`src/rtl/dds_pkg.sv`:
```
package dds_pkg;

  // Quarter-wave amplitude: round(511 * sin(pi/2 * k/64)), k = 0..63
  function automatic logic [8:0] qtr_amp(input logic [5:0] k);
    logic [8:0] a;
    case (k)
      6'd0:  a = 9'd0;   6'd1:  a = 9'd13;  6'd2:  a = 9'd25;  6'd3:  a = 9'd38;
      6'd4:  a = 9'd50;  6'd5:  a = 9'd63;  6'd6:  a = 9'd75;  6'd7:  a = 9'd87;
      6'd8:  a = 9'd100; 6'd9:  a = 9'd112; 6'd10: a = 9'd124; 6'd11: a = 9'd136;
      6'd12: a = 9'd148; 6'd13: a = 9'd160; 6'd14: a = 9'd172; 6'd15: a = 9'd184;
      6'd16: a = 9'd196; 6'd17: a = 9'd207; 6'd18: a = 9'd218; 6'd19: a = 9'd230;
      6'd20: a = 9'd241; 6'd21: a = 9'd252; 6'd22: a = 9'd263; 6'd23: a = 9'd273;
      6'd24: a = 9'd284; 6'd25: a = 9'd294; 6'd26: a = 9'd304; 6'd27: a = 9'd314;
      6'd28: a = 9'd324; 6'd29: a = 9'd334; 6'd30: a = 9'd343; 6'd31: a = 9'd352;
      6'd32: a = 9'd361; 6'd33: a = 9'd370; 6'd34: a = 9'd379; 6'd35: a = 9'd387;
      6'd36: a = 9'd395; 6'd37: a = 9'd403; 6'd38: a = 9'd410; 6'd39: a = 9'd418;
      6'd40: a = 9'd425; 6'd41: a = 9'd432; 6'd42: a = 9'd438; 6'd43: a = 9'd445;
      6'd44: a = 9'd451; 6'd45: a = 9'd456; 6'd46: a = 9'd462; 6'd47: a = 9'd467;
      6'd48: a = 9'd472; 6'd49: a = 9'd477; 6'd50: a = 9'd481; 6'd51: a = 9'd485;
      6'd52: a = 9'd489; 6'd53: a = 9'd492; 6'd54: a = 9'd496; 6'd55: a = 9'd499;
      6'd56: a = 9'd501; 6'd57: a = 9'd503; 6'd58: a = 9'd505; 6'd59: a = 9'd507;
      6'd60: a = 9'd509; 6'd61: a = 9'd510; 6'd62: a = 9'd510; 6'd63: a = 9'd511;
      default: a = 9'd0;
    endcase
    return a;
  endfunction

  localparam logic [8:0] PEAK_AMP = 9'd511;

endpackage

```
`src/rtl/dds_phase_acc.sv`:
```
module dds_phase_acc #(
  parameter int ACC_W = 32
) (
  input  logic             clk,
  input  logic             rst_n,
  input  logic             en,
  input  logic             sel,
  input  logic [ACC_W-1:0] word_a,
  input  logic [ACC_W-1:0] word_b,
  output logic [ACC_W-1:0] acc
);

  logic [ACC_W-1:0] step;

  always_comb step = sel ? word_b : word_a;

  always_ff @(posedge clk or negedge rst_n) begin
    if (!rst_n)   acc <= '0;
    else if (en)  acc <= acc + step;
  end

  // accumulator advances by the word picked at that edge
  assert_acc_step_R2: assert property (@(posedge clk) disable iff (!rst_n)
    en |=> acc == ($past(acc) + ($past(sel) ? $past(word_b) : $past(word_a))));

  // frozen while disabled
  assert_acc_hold_R7: assert property (@(posedge clk) disable iff (!rst_n)
    !en |=> $stable(acc));

endmodule

```
`src/rtl/dds_phase_offset.sv`:
```
module dds_phase_offset #(
  parameter int PH_W  = 12,
  parameter int N_OFS = 4,
  localparam int SEL_W = $clog2(N_OFS)
) (
  input  logic             clk,
  input  logic             rst_n,
  input  logic             en,
  input  logic [SEL_W-1:0] psel,
  input  logic [PH_W-1:0]  ofs_0,
  input  logic [PH_W-1:0]  ofs_1,
  input  logic [PH_W-1:0]  ofs_2,
  input  logic [PH_W-1:0]  ofs_3,
  input  logic [PH_W-1:0]  acc_top,
  output logic [PH_W-1:0]  phase
);

  logic [PH_W-1:0] ofs_bank [N_OFS];
  logic [PH_W-1:0] ofs_pick;

  always_comb begin
    ofs_bank[0] = ofs_0;
    ofs_bank[1] = ofs_1;
    ofs_bank[2] = ofs_2;
    ofs_bank[3] = ofs_3;
    ofs_pick    = ofs_bank[psel];
  end

  always_ff @(posedge clk or negedge rst_n) begin
    if (!rst_n)   phase <= '0;
    else if (en)  phase <= acc_top + ofs_pick;
  end

  // registered phase is accumulator top plus the chosen offset
  assert_phase_sum_R4: assert property (@(posedge clk) disable iff (!rst_n)
    (en && psel == 2'd0) |=> phase == PH_W'($past(acc_top) + $past(ofs_0)));

  assert_phase_sum3_R4: assert property (@(posedge clk) disable iff (!rst_n)
    (en && psel == 2'd3) |=> phase == PH_W'($past(acc_top) + $past(ofs_3)));

endmodule

```
`src/rtl/dds_sine_lut.sv`:
```
module dds_sine_lut #(
  parameter int PH_W   = 12,
  parameter int LUT_AW = 8,
  parameter int SMP_W  = 10,
  localparam int QK_W  = LUT_AW - 2,
  localparam int AMP_W = SMP_W - 1
) (
  input  logic             clk,
  input  logic             rst_n,
  input  logic             en,
  input  logic [PH_W-1:0]  phase,
  output logic [SMP_W-1:0] sample
);
  import dds_pkg::*;

  localparam logic [SMP_W-1:0] MID = SMP_W'(1) << (SMP_W - 1);

  logic [LUT_AW-1:0] idx;
  logic [1:0]        quad;
  logic [QK_W-1:0]   k;
  logic [QK_W-1:0]   k_addr;
  logic              at_peak;
  logic [AMP_W-1:0]  amp;
  logic [SMP_W-1:0]  code;

  always_comb begin
    idx     = phase[PH_W-1 -: LUT_AW];
    quad    = idx[LUT_AW-1 -: 2];
    k       = idx[QK_W-1:0];
    k_addr  = quad[0] ? QK_W'(~k + 1'b1) : k;   // mirrored half counts down
    at_peak = quad[0] && (k == '0);
    amp     = at_peak ? PEAK_AMP : qtr_amp(k_addr);
    code    = quad[1] ? (MID - SMP_W'(amp)) : (MID + SMP_W'(amp));
  end

  always_ff @(posedge clk or negedge rst_n) begin
    if (!rst_n)   sample <= MID;
    else if (en)  sample <= code;
  end

  // offset-binary code never reaches zero
  assert_code_floor_R5: assert property (@(posedge clk) disable iff (!rst_n)
    sample != '0);

  // phase index zero yields midscale one edge later
  assert_zero_phase_mid_R5: assert property (@(posedge clk) disable iff (!rst_n)
    (en && idx == '0) |=> sample == MID);

endmodule

```
`src/rtl/dds_phase_core.sv`:
```
module dds_phase_core #(
  parameter int ACC_W  = 32,
  parameter int PH_W   = 12,
  parameter int LUT_AW = 8,
  parameter int SMP_W  = 10
) (
  input  logic             clk,
  input  logic             rst_n,
  input  logic             sleep_n,
  input  logic             fsel,
  input  logic [1:0]       psel,
  input  logic [ACC_W-1:0] tune_a,
  input  logic [ACC_W-1:0] tune_b,
  input  logic [PH_W-1:0]  ofs_0,
  input  logic [PH_W-1:0]  ofs_1,
  input  logic [PH_W-1:0]  ofs_2,
  input  logic [PH_W-1:0]  ofs_3,
  output logic [SMP_W-1:0] sample
);

  localparam logic [SMP_W-1:0] MID = SMP_W'(1) << (SMP_W - 1);

  logic [ACC_W-1:0] acc;
  logic [PH_W-1:0]  phase;
  logic             en;

  always_comb en = sleep_n;

  dds_phase_acc #(.ACC_W(ACC_W)) u_acc (
    .clk(clk), .rst_n(rst_n), .en(en), .sel(fsel),
    .word_a(tune_a), .word_b(tune_b), .acc(acc)
  );

  dds_phase_offset #(.PH_W(PH_W), .N_OFS(4)) u_ofs (
    .clk(clk), .rst_n(rst_n), .en(en), .psel(psel),
    .ofs_0(ofs_0), .ofs_1(ofs_1), .ofs_2(ofs_2), .ofs_3(ofs_3),
    .acc_top(acc[ACC_W-1 -: PH_W]), .phase(phase)
  );

  dds_sine_lut #(.PH_W(PH_W), .LUT_AW(LUT_AW), .SMP_W(SMP_W)) u_lut (
    .clk(clk), .rst_n(rst_n), .en(en), .phase(phase), .sample(sample)
  );

  // first edge after reset release still shows midscale
  assert_mid_after_reset_R1: assert property (@(posedge clk) disable iff (!rst_n)
    !$past(rst_n) |-> sample == MID);

  // output frozen across a sleeping edge
  assert_sleep_hold_R7: assert property (@(posedge clk) disable iff (!rst_n)
    $past(!sleep_n) |-> $stable(sample));

endmodule

```
`config.mk`:
```
export PLATFORM = sky130hd
export DESIGN_NAME = dds_phase_core
export DESIGN_NICKNAME = d
export VERILOG_FILES = /design/src/rtl/dds_pkg.sv /design/src/rtl/dds_phase_acc.sv /design/src/rtl/dds_phase_offset.sv /design/src/rtl/dds_sine_lut.sv /design/src/rtl/dds_phase_core.sv
export SDC_FILE = /design/constraint.sdc
export NUM_CORES = 1
export LEC_CHECK = 0
export BUFFER_PORTS_ARGS = -buffer_cell sky130_fd_sc_hd__clkbuf_2
export CAP_MARGIN = 30
export CORE_UTILIZATION = 30
export CTS_CLUSTER_SIZE = 12
export DETAILED_ROUTE_END_ITERATION = 6
export GPL_TIMING_DRIVEN = 0
export PLACE_DENSITY = 0.62
export SYNTH_ARGS = -nofsm -noshare
export SYNTH_HDL_FRONTEND = slang
export SYNTH_SLANG_ARGS = --single-unit
```
`constraint.sdc`:
```
create_clock -name clk -period 3.9 [get_ports clk]
set_input_delay 0.195 -clock clk [delete_from_list [all_inputs] [get_ports clk]]
set_output_delay 0.195 -clock clk [all_outputs]
set_load 0.05 [all_outputs]
```
==> run summary, run 1 <==
In this run the most critical hold path is launched from sleep_n. The clock net sink count is 50. The first global-routing pass estimated around 28 mm of wire.

The fraction of final layout cells sized beyond drive strength 1 is around 30%. During I/O placement, the number of pins put on the boundary was between 100 and 150. After the last flow step, the layout net total stands at a little under 1,000.

The combinational power share is ~79%. The maximum number of pins on one net before global-route repair is 34. The area of the core region came out at 19,500 um^2. From synthesis to final layout, the design area changed by 21.8%. The internal power contribution came out at about 3500 uW. The antenna violation net count after detailed routing is 0. The setup slack at placement came out at -0.615 ns. The total detailed-routing wirelength came out at between 15 and 20 mm. The insertion delay of the later-clocked pin in the worst-skew pair is ~0.31 ns. In this run the power density over the cells is 1010 nW/um^2. The number of antenna repair diodes is 0. The number of failing hold endpoints at the final stage is 0.

Of all nets on the critical path, the largest fanout is 10. In the layout the commonest cells are 127 x clkbuf_2, 53 x ha_1, 52 x mux2_2. The share of total power dissipated in the clock network is approximately 7.4%. The horizontal extent of the die is ~140 um. TritonCTS built the clock tree. The remaining global-route overflow came out at 0. The height of the chip is ~140 um. STA classifies the critical path endpoint as a flip-flop. The flip-flop and latch count after synthesis came out at 50.

In this run the clock root is driven by a clkbuf_16. The synthesized design contains 0 enable-type register cells. The switching share of total power is between 50% and 60%. The highest signal layer in the routed design is met4. The CTS buffer count is 5.

The arrival time reported for the critical path endpoint came out at between 3 and 4 ns. The slew at the pin closest to its max-slew limit came out at approximately 0.84 ns. The maximum count of clock buffers along a single path is 2.

The post-place instance area came out at slightly below 7000 um^2. The half-perimeter wire length after detailed placement came out at around 14 mm. The worst slack on hold paths is 0.336 ns.

In this run the worst setup path begins at u_ofs.phase[4]. The number of unique standard cell types used by synthesis came out at 78. The proportion of synthesized chip area in sequential cells is roughly a fifth. The length of routed met2 wiring is roughly 8.7 mm. Setup slack closes at between 0.15 and 0.2 ns. The overall global routing resource usage came out at between 10% and 20%. The global placement routability congestion came out at ~0.9. The run finished with clean final reports. The vias per cell is around 5.4. On the final layout, the worst clock skew is 0.0129 ns. The detailed router put a total of 7.88 mm of wire on met1. The number of filler cells placed in the layout came out at ~2,000. The netlist area before placement is roughly 6000 um^2. The most used flip-flop cell after synthesis is dfrtp_1. The via count of the first global-routing pass came out at 5,632.

The number of placement rows is 51. The share of total power in sequential cells came out at between 10% and 20%. The routed length on met3 is around 680 um. The number of DRC violations after detailed routing came out at 0. Across the VDD grid, the largest voltage drop is roughly 0.29 mV. The clock transition at the register clock pins on the worst setup and hold paths after CTS came out at 0.08 ns. The minimum clock period after layout is between 3 and 4 ns.

The initial standard-cell utilization of the core is around 31%. The analysis attributes to cell leakage a power of around 0.0032 uW. The number of antenna violations at the first check in global routing came out at 0.

The post-layout instance area came out at 7260 um^2. The final route contains between 5,000 and 6,000 vias. In this run the critical register-to-register path is launched from u_ofs.phase[4].

In the synthesized netlist, the number of instances is just under 700. In this run the tightest slew margin relative to its limit is 43.8%. CTS built an H-tree with a depth of 2. The DRC violation total after the first TritonRoute iteration is between 400 and 500.

The highest attainable clock frequency came out at approximately 270 MHz. The full die area came out at a little over 20,000 um^2. The worst endpoint required time is between 4 and 5 ns.

The number of failing setup endpoints in the final timing report came out at 0. The library cell used most frequently in the layout, excluding fill and tap cells, is clkbuf_2. STA classifies the critical path startpoint as a flip-flop. The post-synthesis net count is ~850. Across the run, the number of max-cap violations was 0. The switching power came out at ~3800 uW. The final count of pins violating max slew was 0. The per-cell routed wire length came out at between 15 and 20 um. The share of flip-flops with an asynchronous set or reset is between 90% and 100%.

Port buffering added between 100 and 150 buffers. The mean cell area of the mapped netlist came out at approximately 8.8 um^2. The count of warnings emitted by yosys came out at 0. The start-to-end type of the worst setup path is flip-flop to flip-flop. After layout, the worst path uses 95.4% of the clock period. In this run the worst hold path is classified as primary input to flip-flop. The count of TritonRoute iterations in the first routing pass is 5.
cells by family (layout without fill, tap and decap cells):
group,Yosys count,in the layout,synth area share [%]
xor+xnor,34,34,5.12
flops,50,50,21.0
simple gates,193,193,16.5
buf+inv,55,197,4.05
compound gates,210,210,25.1
mux,76,76,16.4
fa+ha+maj,56,56,11.9
worst paths after layout:
check | endpoint | slack (ns) | cells past startpoint
worst max-delay path | u_lut.sample[6] | 0.18 | 15
worst min-delay path | u_lut.sample[6] | 0.34 | 4
worst max register to register | u_lut.sample[6] | 0.18 | 15
worst min register to register | u_acc.acc[14] | 0.49 | 1
max in group asynchronous | u_lut.sample[9] | 2.89 | 3
min in group asynchronous | u_acc.acc[25] | 0.39 | 2
cells in the mapped netlist, drive strengths merged, types with 5 or more instances:
library cell | instances | area (um^2)
clkbuf | 19 | 71.3
mux2 | 53 | 597
mux2i | 11 | 110
a211o | 5 | 43.8
xnor2 | 24 | 210
and2 | 7 | 43.8
a21o | 21 | 158
buf | 15 | 91.3
o21a | 5 | 37.5
nand3 | 22 | 110
o311ai | 5 | 43.8
a22oi | 6 | 45.0
inv | 19 | 71.3
nor2b | 10 | 70.1
nand2b | 9 | 56.3
dfrtp | 49 | 1230
o2111ai | 6 | 52.6
mux4 | 12 | 270
or3 | 8 | 60.1
o31ai | 8 | 73.8
nand4 | 7 | 43.8
o21ai | 32 | 160
nor2 | 45 | 169
ha | 55 | 688
xor2 | 10 | 95.1
nor3 | 18 | 90.1
a21oi | 46 | 230
o21bai | 9 | 67.6
a211oi | 14 | 118
nand2 | 44 | 165
a31oi | 9 | 56.3
and3 | 7 | 43.8
metrics by stage:
step | TNS, ns | power, uW | std cells | utilization, %
after global placement | -7.65 | 6430 | 1064 | 35.6
final | 0 | 7340 | 1081 | 37.3
after CTS | 0 | 7140 | 1075 | 36.9
after floorplan | 0 | 5230 | 674 | -
after global routing | -0.00559 | 8000 | 1081 | 37.3
after detailed placement | -4.37 | 6440 | 1066 | 35.7
sequential cells by signal, summed over array words and instances, names as in the netlist:
name          flops
u_acc.acc        32
u_ofs.phase       8
u_lut.sample     10
area by class of cell:
class,instances,area [um^2],area share [%]
Sequential cell,50,1250,17.3
Inverter,21,85.1,1.17
Buffer,33,176,2.43
Multi-Input combinational cell,569,4520,62.2
Clock buffer,6,139,1.91
Tap cell,265,332,4.57
Timing Repair Buffer,135,719,9.91
Clock inverter,2,38.8,0.534
power by group through the flow:
stage	Combinational (uW)	Sequential (uW)	Clock [uW]
floorplan	4100	1140	0
global placement	5420	1010	0
detailed placement	5420	1020	0
CTS	5560	1010	562
global route	6370	1050	581
finish	5790	1000	541
metal layers:
layer | GRT usage [%] | up-vias
met3 | 2.41 | 21
met2 | 30.1 | 151
li1 | - | 2860
met1 | 23.2 | 2783
met5 | 0 | -
met4 | 4.24 | 0
repair_timing:
item,4_1_cts,5_1_grt
pin swaps,1,5
resized for setup,11,11
hold buffers,1,0
buffers inserted,1,6
endpoints found under the setup margin,9,13
hold endpoints to repair,17,0
critical path: stages (launching register included):
cell        delay (ns)
dfrtp_2           0.38
buf_6             0.17
clkinvlp_4        0.18
ha_4              0.30
mux2_4            0.33
inv_1             0.14
ha_2              0.27
o22ai_1           0.12
a211oi_2          0.27
o311ai_0          0.21
o32ai_2           0.27
ha_1              0.23
inv_1             0.09
a2111oi_4         0.25
or3b_1            0.38
nand3_1           0.08
No activity file was read; power rests on OpenSTA's default activity.
==> inputs of run 2 (changes only) <==
- ABC_AREA: default -> 1
==> run 2 against run 1 <==
Against the previous run: critical path depth up 4; die area down 0.39%; global-route usage down 0.32 points; sequential share of layout area up 0.42 points; routed wire length down 1.1%; non-clock buffer count down 13; sequential power up 4%; first-iteration DRC count down 27%; synthesized area down 0.40%; design area down 2.4%; critical path type unchanged; critical endpoint is now u_lut.sample[4].
==> run summary, run 2 <==
The run finished with clean final reports. The worst endpoint required time is 4.09 ns (-0.06 ns). The area fraction of the dominant cell type after synthesis is 20.6% (+0.082 points). The leakage component of the power is 0.00365 uW (+14%).

The minimum clock period after layout is 3.48 ns (-0.240 ns). The count of cells along the worst hold path came out at 5 (+1). The insertion delay of the later-clocked pin in the worst-skew pair came out at 0.29 ns (-0.02 ns). The total instance count after detailed placement came out at 1,295 (+21%).

The worst register-to-register path begins at u_ofs.phase[4]. The number of DRC violations after detailed routing came out at 0 (unchanged). The largest fanout of any net on the critical path is 11 (+1). The number of instances resized during post-cts repair came out at 0 (-11).

The highest attainable clock frequency came to 287 MHz (+6.9%). The DRC violation total after the first TritonRoute iteration is 297 (-27%). The initial standard-cell utilization of the core is 30.5% (-0.12 points).

The level count of the clock H-tree is 2 (unchanged). The count of warnings emitted by yosys is 0 (unchanged). The area added between synthesis and finish came out at 19.3%. The combined buffer and inverter count along the critical path was 3 (-1). The global-route wire length before repair came out at 28.2 mm (+0.12%). The net total in the final layout came out at 1,212 (+23%). The global placement routability congestion is 0.930 (+0.89%).

By count the netlist is led by 256 x nand2_1, 80 x nor2_1, 78 x inv_1. The flip-flop and latch count after synthesis came out at 50 (unchanged). The count of buffers added by post-CTS timing repair for setup came out at 0 (-1). The number of failing hold endpoints at the final stage came out at 0 (unchanged). By instance count, the leading cell after synthesis is nand2_1.

The number of antenna repair diodes is 0 (unchanged). The gate count of the mapped netlist came out at 903 (+34%). The type of element launching the critical path is a flip-flop.

The number of enable-type register cells in the synthesized netlist is 0 (unchanged). The path class of the tightest hold or removal check is primary input to flip-flop. The share of flip-flops with an asynchronous set or reset is 100% (unchanged). The total detailed-routing wirelength is 17.3 mm (-1.1%). The remaining global-route overflow came out at 0 (unchanged). The arrival time reported for the critical path endpoint came out at 3.67 ns (-0.30 ns). The worst slack on hold paths is 0.356 ns (+0.0200 ns).

The count of TritonRoute iterations in the first routing pass came out at 4 (-1). The mean cell area of the mapped netlist was 6.58 um^2 (-26%). The fraction of final layout cells sized beyond drive strength 1 was 19.4% (-10 points). The number of vias after detailed routing is 6,318 (+8.7%).

The critical path in this run is classified as flip-flop to flip-flop. The maximum count of clock buffers along a single path is 2 (unchanged). The post-synthesis net count came to 1,077 (+27%). In the layout the commonest cells are 256 x nand2_1, 126 x clkbuf_2, 80 x nor2_1. The largest area contributor in the synthesized netlist is dfrtp_1.

The area of the core region came out at 19,500 um^2 (unchanged). The number of port buffers was 126 (+0.80%). The worst register-to-register path ends at u_lut.sample[4]. TritonCTS built the clock tree. The number of placement rows came out at 51 (unchanged). The power density over cell area is 909 nW/um^2 (-10%). Leaving out fill and tap cells, the most frequent cell in the layout is nand2_1.

The height of the chip came out at 143 um (-0.20%). The post-layout utilization of the core was 36.4% (-0.91 points). The number of flip-flops under the largest register name is 32 (unchanged).

Setup repair after global routing left no endpoint under its margin. The CTS buffer count came out at 5 (unchanged). The setup TNS is 0 ns (unchanged). The number of unique standard cell types used by synthesis came out at 47 (-40%). The overall global routing resource usage came to 17.3% (-0.32 points). The total I/O pin count is 128 (unchanged). The number of filler cells placed in the layout came out at 2,120 (+5.9%). The cell with the largest stage delay on the worst path is dfrtp_1. The number of antenna violations at the first check in global routing came out at 0 (unchanged).

The per-cell routed wire length came out at 13.3 um (-18%). The antenna violation net count after detailed routing is 0 (unchanged). The half-perimeter wire length after detailed placement was 14.3 mm (+3.0%). The number of hold buffers added after CTS is 1 (unchanged).

The clock net sink count is 50 (unchanged). The worst vdd rail ir drop came to 0.256 mV (-11%). Sorting the synthesized cells by area gives the leading types as dfrtp_1 21%, nand2_1 16%, ha_1 12%. Broken down by cell family, the worst path's largest delay share belongs to simple AND/OR/NAND/NOR gates. Counting flops per register, the top entry is u_acc.acc.

Traced cell by cell, the critical path runs through inv_1 -> ha_1 -> nand2_1 -> o21ai_2 -> inv_1 -> ha_1 -> inv_1 -> nand3_1 -> nand2_1 -> nor2_1 -> o21a_1 -> nor2_1 -> nor2_2 -> ha_1 -> nand3_1 -> o21ai_2 -> or2_1 -> nand3_1 -> nand2_1. The slew at the pin closest to its max-slew limit came to 0.666 ns (-0.178 ns). The slack of the worst reg-to-reg path came out at 0.42 ns (+0.24 ns). The normalized max-slew margin was 55.6% (+12 points). The share of the clock period used by the worst path came out at 89.2% (-6.2 points). The maximum number of pins on one net before global-route repair is 36 (+5.9%). The final count of pins violating max slew is 0 (unchanged). The netlist area before placement came to 5940 um^2 (-0.40%). The number of failing setup endpoints in the final timing report came out at 0 (unchanged). The largest registers in the layout are u_acc.acc: 32 flops, u_lut.sample: 10 flops, u_ofs.phase: 8 flops. The via count of the first global-routing pass is 5,998 (+6.5%). In this run the clock root is driven by a clkbuf_16. The final cell count without fillers came to 1,304 (+21%).

The horizontal extent of the die came to 143 um (-0.20%). The worst hold path terminates at u_acc.acc[0]. The vias per cell came out at 4.85 (-9.9%). The clock tree skew after final layout came out at 0.00413 ns (-0.00880 ns). STA classifies the critical path endpoint as a flip-flop. The worst-case reg-to-reg path depth is 19 (+4). The start point of the worst min-delay path is tune_a[0].

The clock transition at the register clock pins on the worst setup and hold paths after CTS came out at 0.07 ns (about the same). The full die area is 20,400 um^2 (-0.39%). The biggest cell delay along the critical path came to 0.59 ns (+0.21 ns).

The proportion of synthesized chip area in sequential cells came out at 21.1% (+0.084 points). The total of max-cap violations is 0 (unchanged). The dominant register cell in the synthesized netlist is dfrtp_1.
[run 2: changes by cell type after synthesis, moves of 10 or more]
cell / before / now
a211oi_1: 13 / 1
a21o_1: 21 / 6
inv_1: 19 / 78
mux2_2: 53 / 31
mux2i_1: 11 / 1
mux4_2: 12 / 0
nand2_1: 44 / 256
nand3_1: 22 / 74
nor2_1: 45 / 80
o21ai_0: 32 / 77
xnor2_1: 24 / 14
[run 2: metal layers]
layer / routed length (um) / track usage (%) / vias to the layer above
met2: 8480 / 30.7 / 103
met3: 515 / 1.81 / 15
met5: 0 / 0 / -
li1: - / - / 3291
met1: 8000 / 22.0 / 2909
met4: 282 / 4.58 / 0
[run 2: per-stage QoR]
step	setup slack, ns	instance area (um^2)	power [uW]
5_1_grt	0.0268	7080	7190
3_5_place_dp	0.342	6920	5960
4_1_cts	0.366	7080	6450
3_3_place_gp	0.364	6900	5920
6_report	0.420	7080	6440
2_1_floorplan	0.992	5940	4840
[run 2: final cells by class]
| class | instances | area [um^2] | share of cell area, % |
|---|---|---|---|
| Sequential cell | 50 | 1250 | 17.7 |
| Inverter | 82 | 308 | 4.34 |
| Clock buffer | 6 | 139 | 1.96 |
| Clock inverter | 2 | 12.5 | 0.177 |
| Timing Repair Buffer | 128 | 661 | 9.33 |
| Buffer | 27 | 140 | 1.98 |
| Tap cell | 265 | 332 | 4.68 |
| Multi-Input combinational cell | 744 | 4240 | 59.9 |
[run 2: tightest hold or removal path: cells and delay by family]
kind | cells | cell delay (ns)
adders and majority gates | 1 | 0.11
buffers and inverters | 1 | 0.07
muxes | 1 | 0.13
and+or+nand+nor | 2 | 0.11
[run 2: where the power goes]
part           internal (uW)  total, uW  switching [uW]
sequential               791       1040             252
clock                    255        454             199
combinational           1780       4940            3160
[run 2: worst max path at each step]
stage                         startpoint         endpoint  slack [ns]  cells after the start
after floorplan                     fsel    u_acc.acc[24]        0.99                     16
after global placement              fsel    u_acc.acc[20]        0.36                     16
after detailed placement            fsel    u_acc.acc[24]        0.34                     16
after CTS                 u_ofs.phase[4]  u_lut.sample[4]        0.37                     19
after global routing      u_ofs.phase[4]  u_lut.sample[8]        0.03                     18
final                     u_ofs.phase[4]  u_lut.sample[4]        0.42                     19
[run 2: cells by family after synthesis]
logic type | after synthesis | share of synthesized area, %
AO/OA/AOI/OAI | 177 | 16.8
XOR/XNOR | 27 | 3.98
adder cells (fa/ha/maj) | 56 | 11.9
buffers and inverters | 109 | 7.54
flip-flops | 50 | 21.1
multiplexers | 32 | 6.04
AND/OR/NAND/NOR | 452 | 32.6
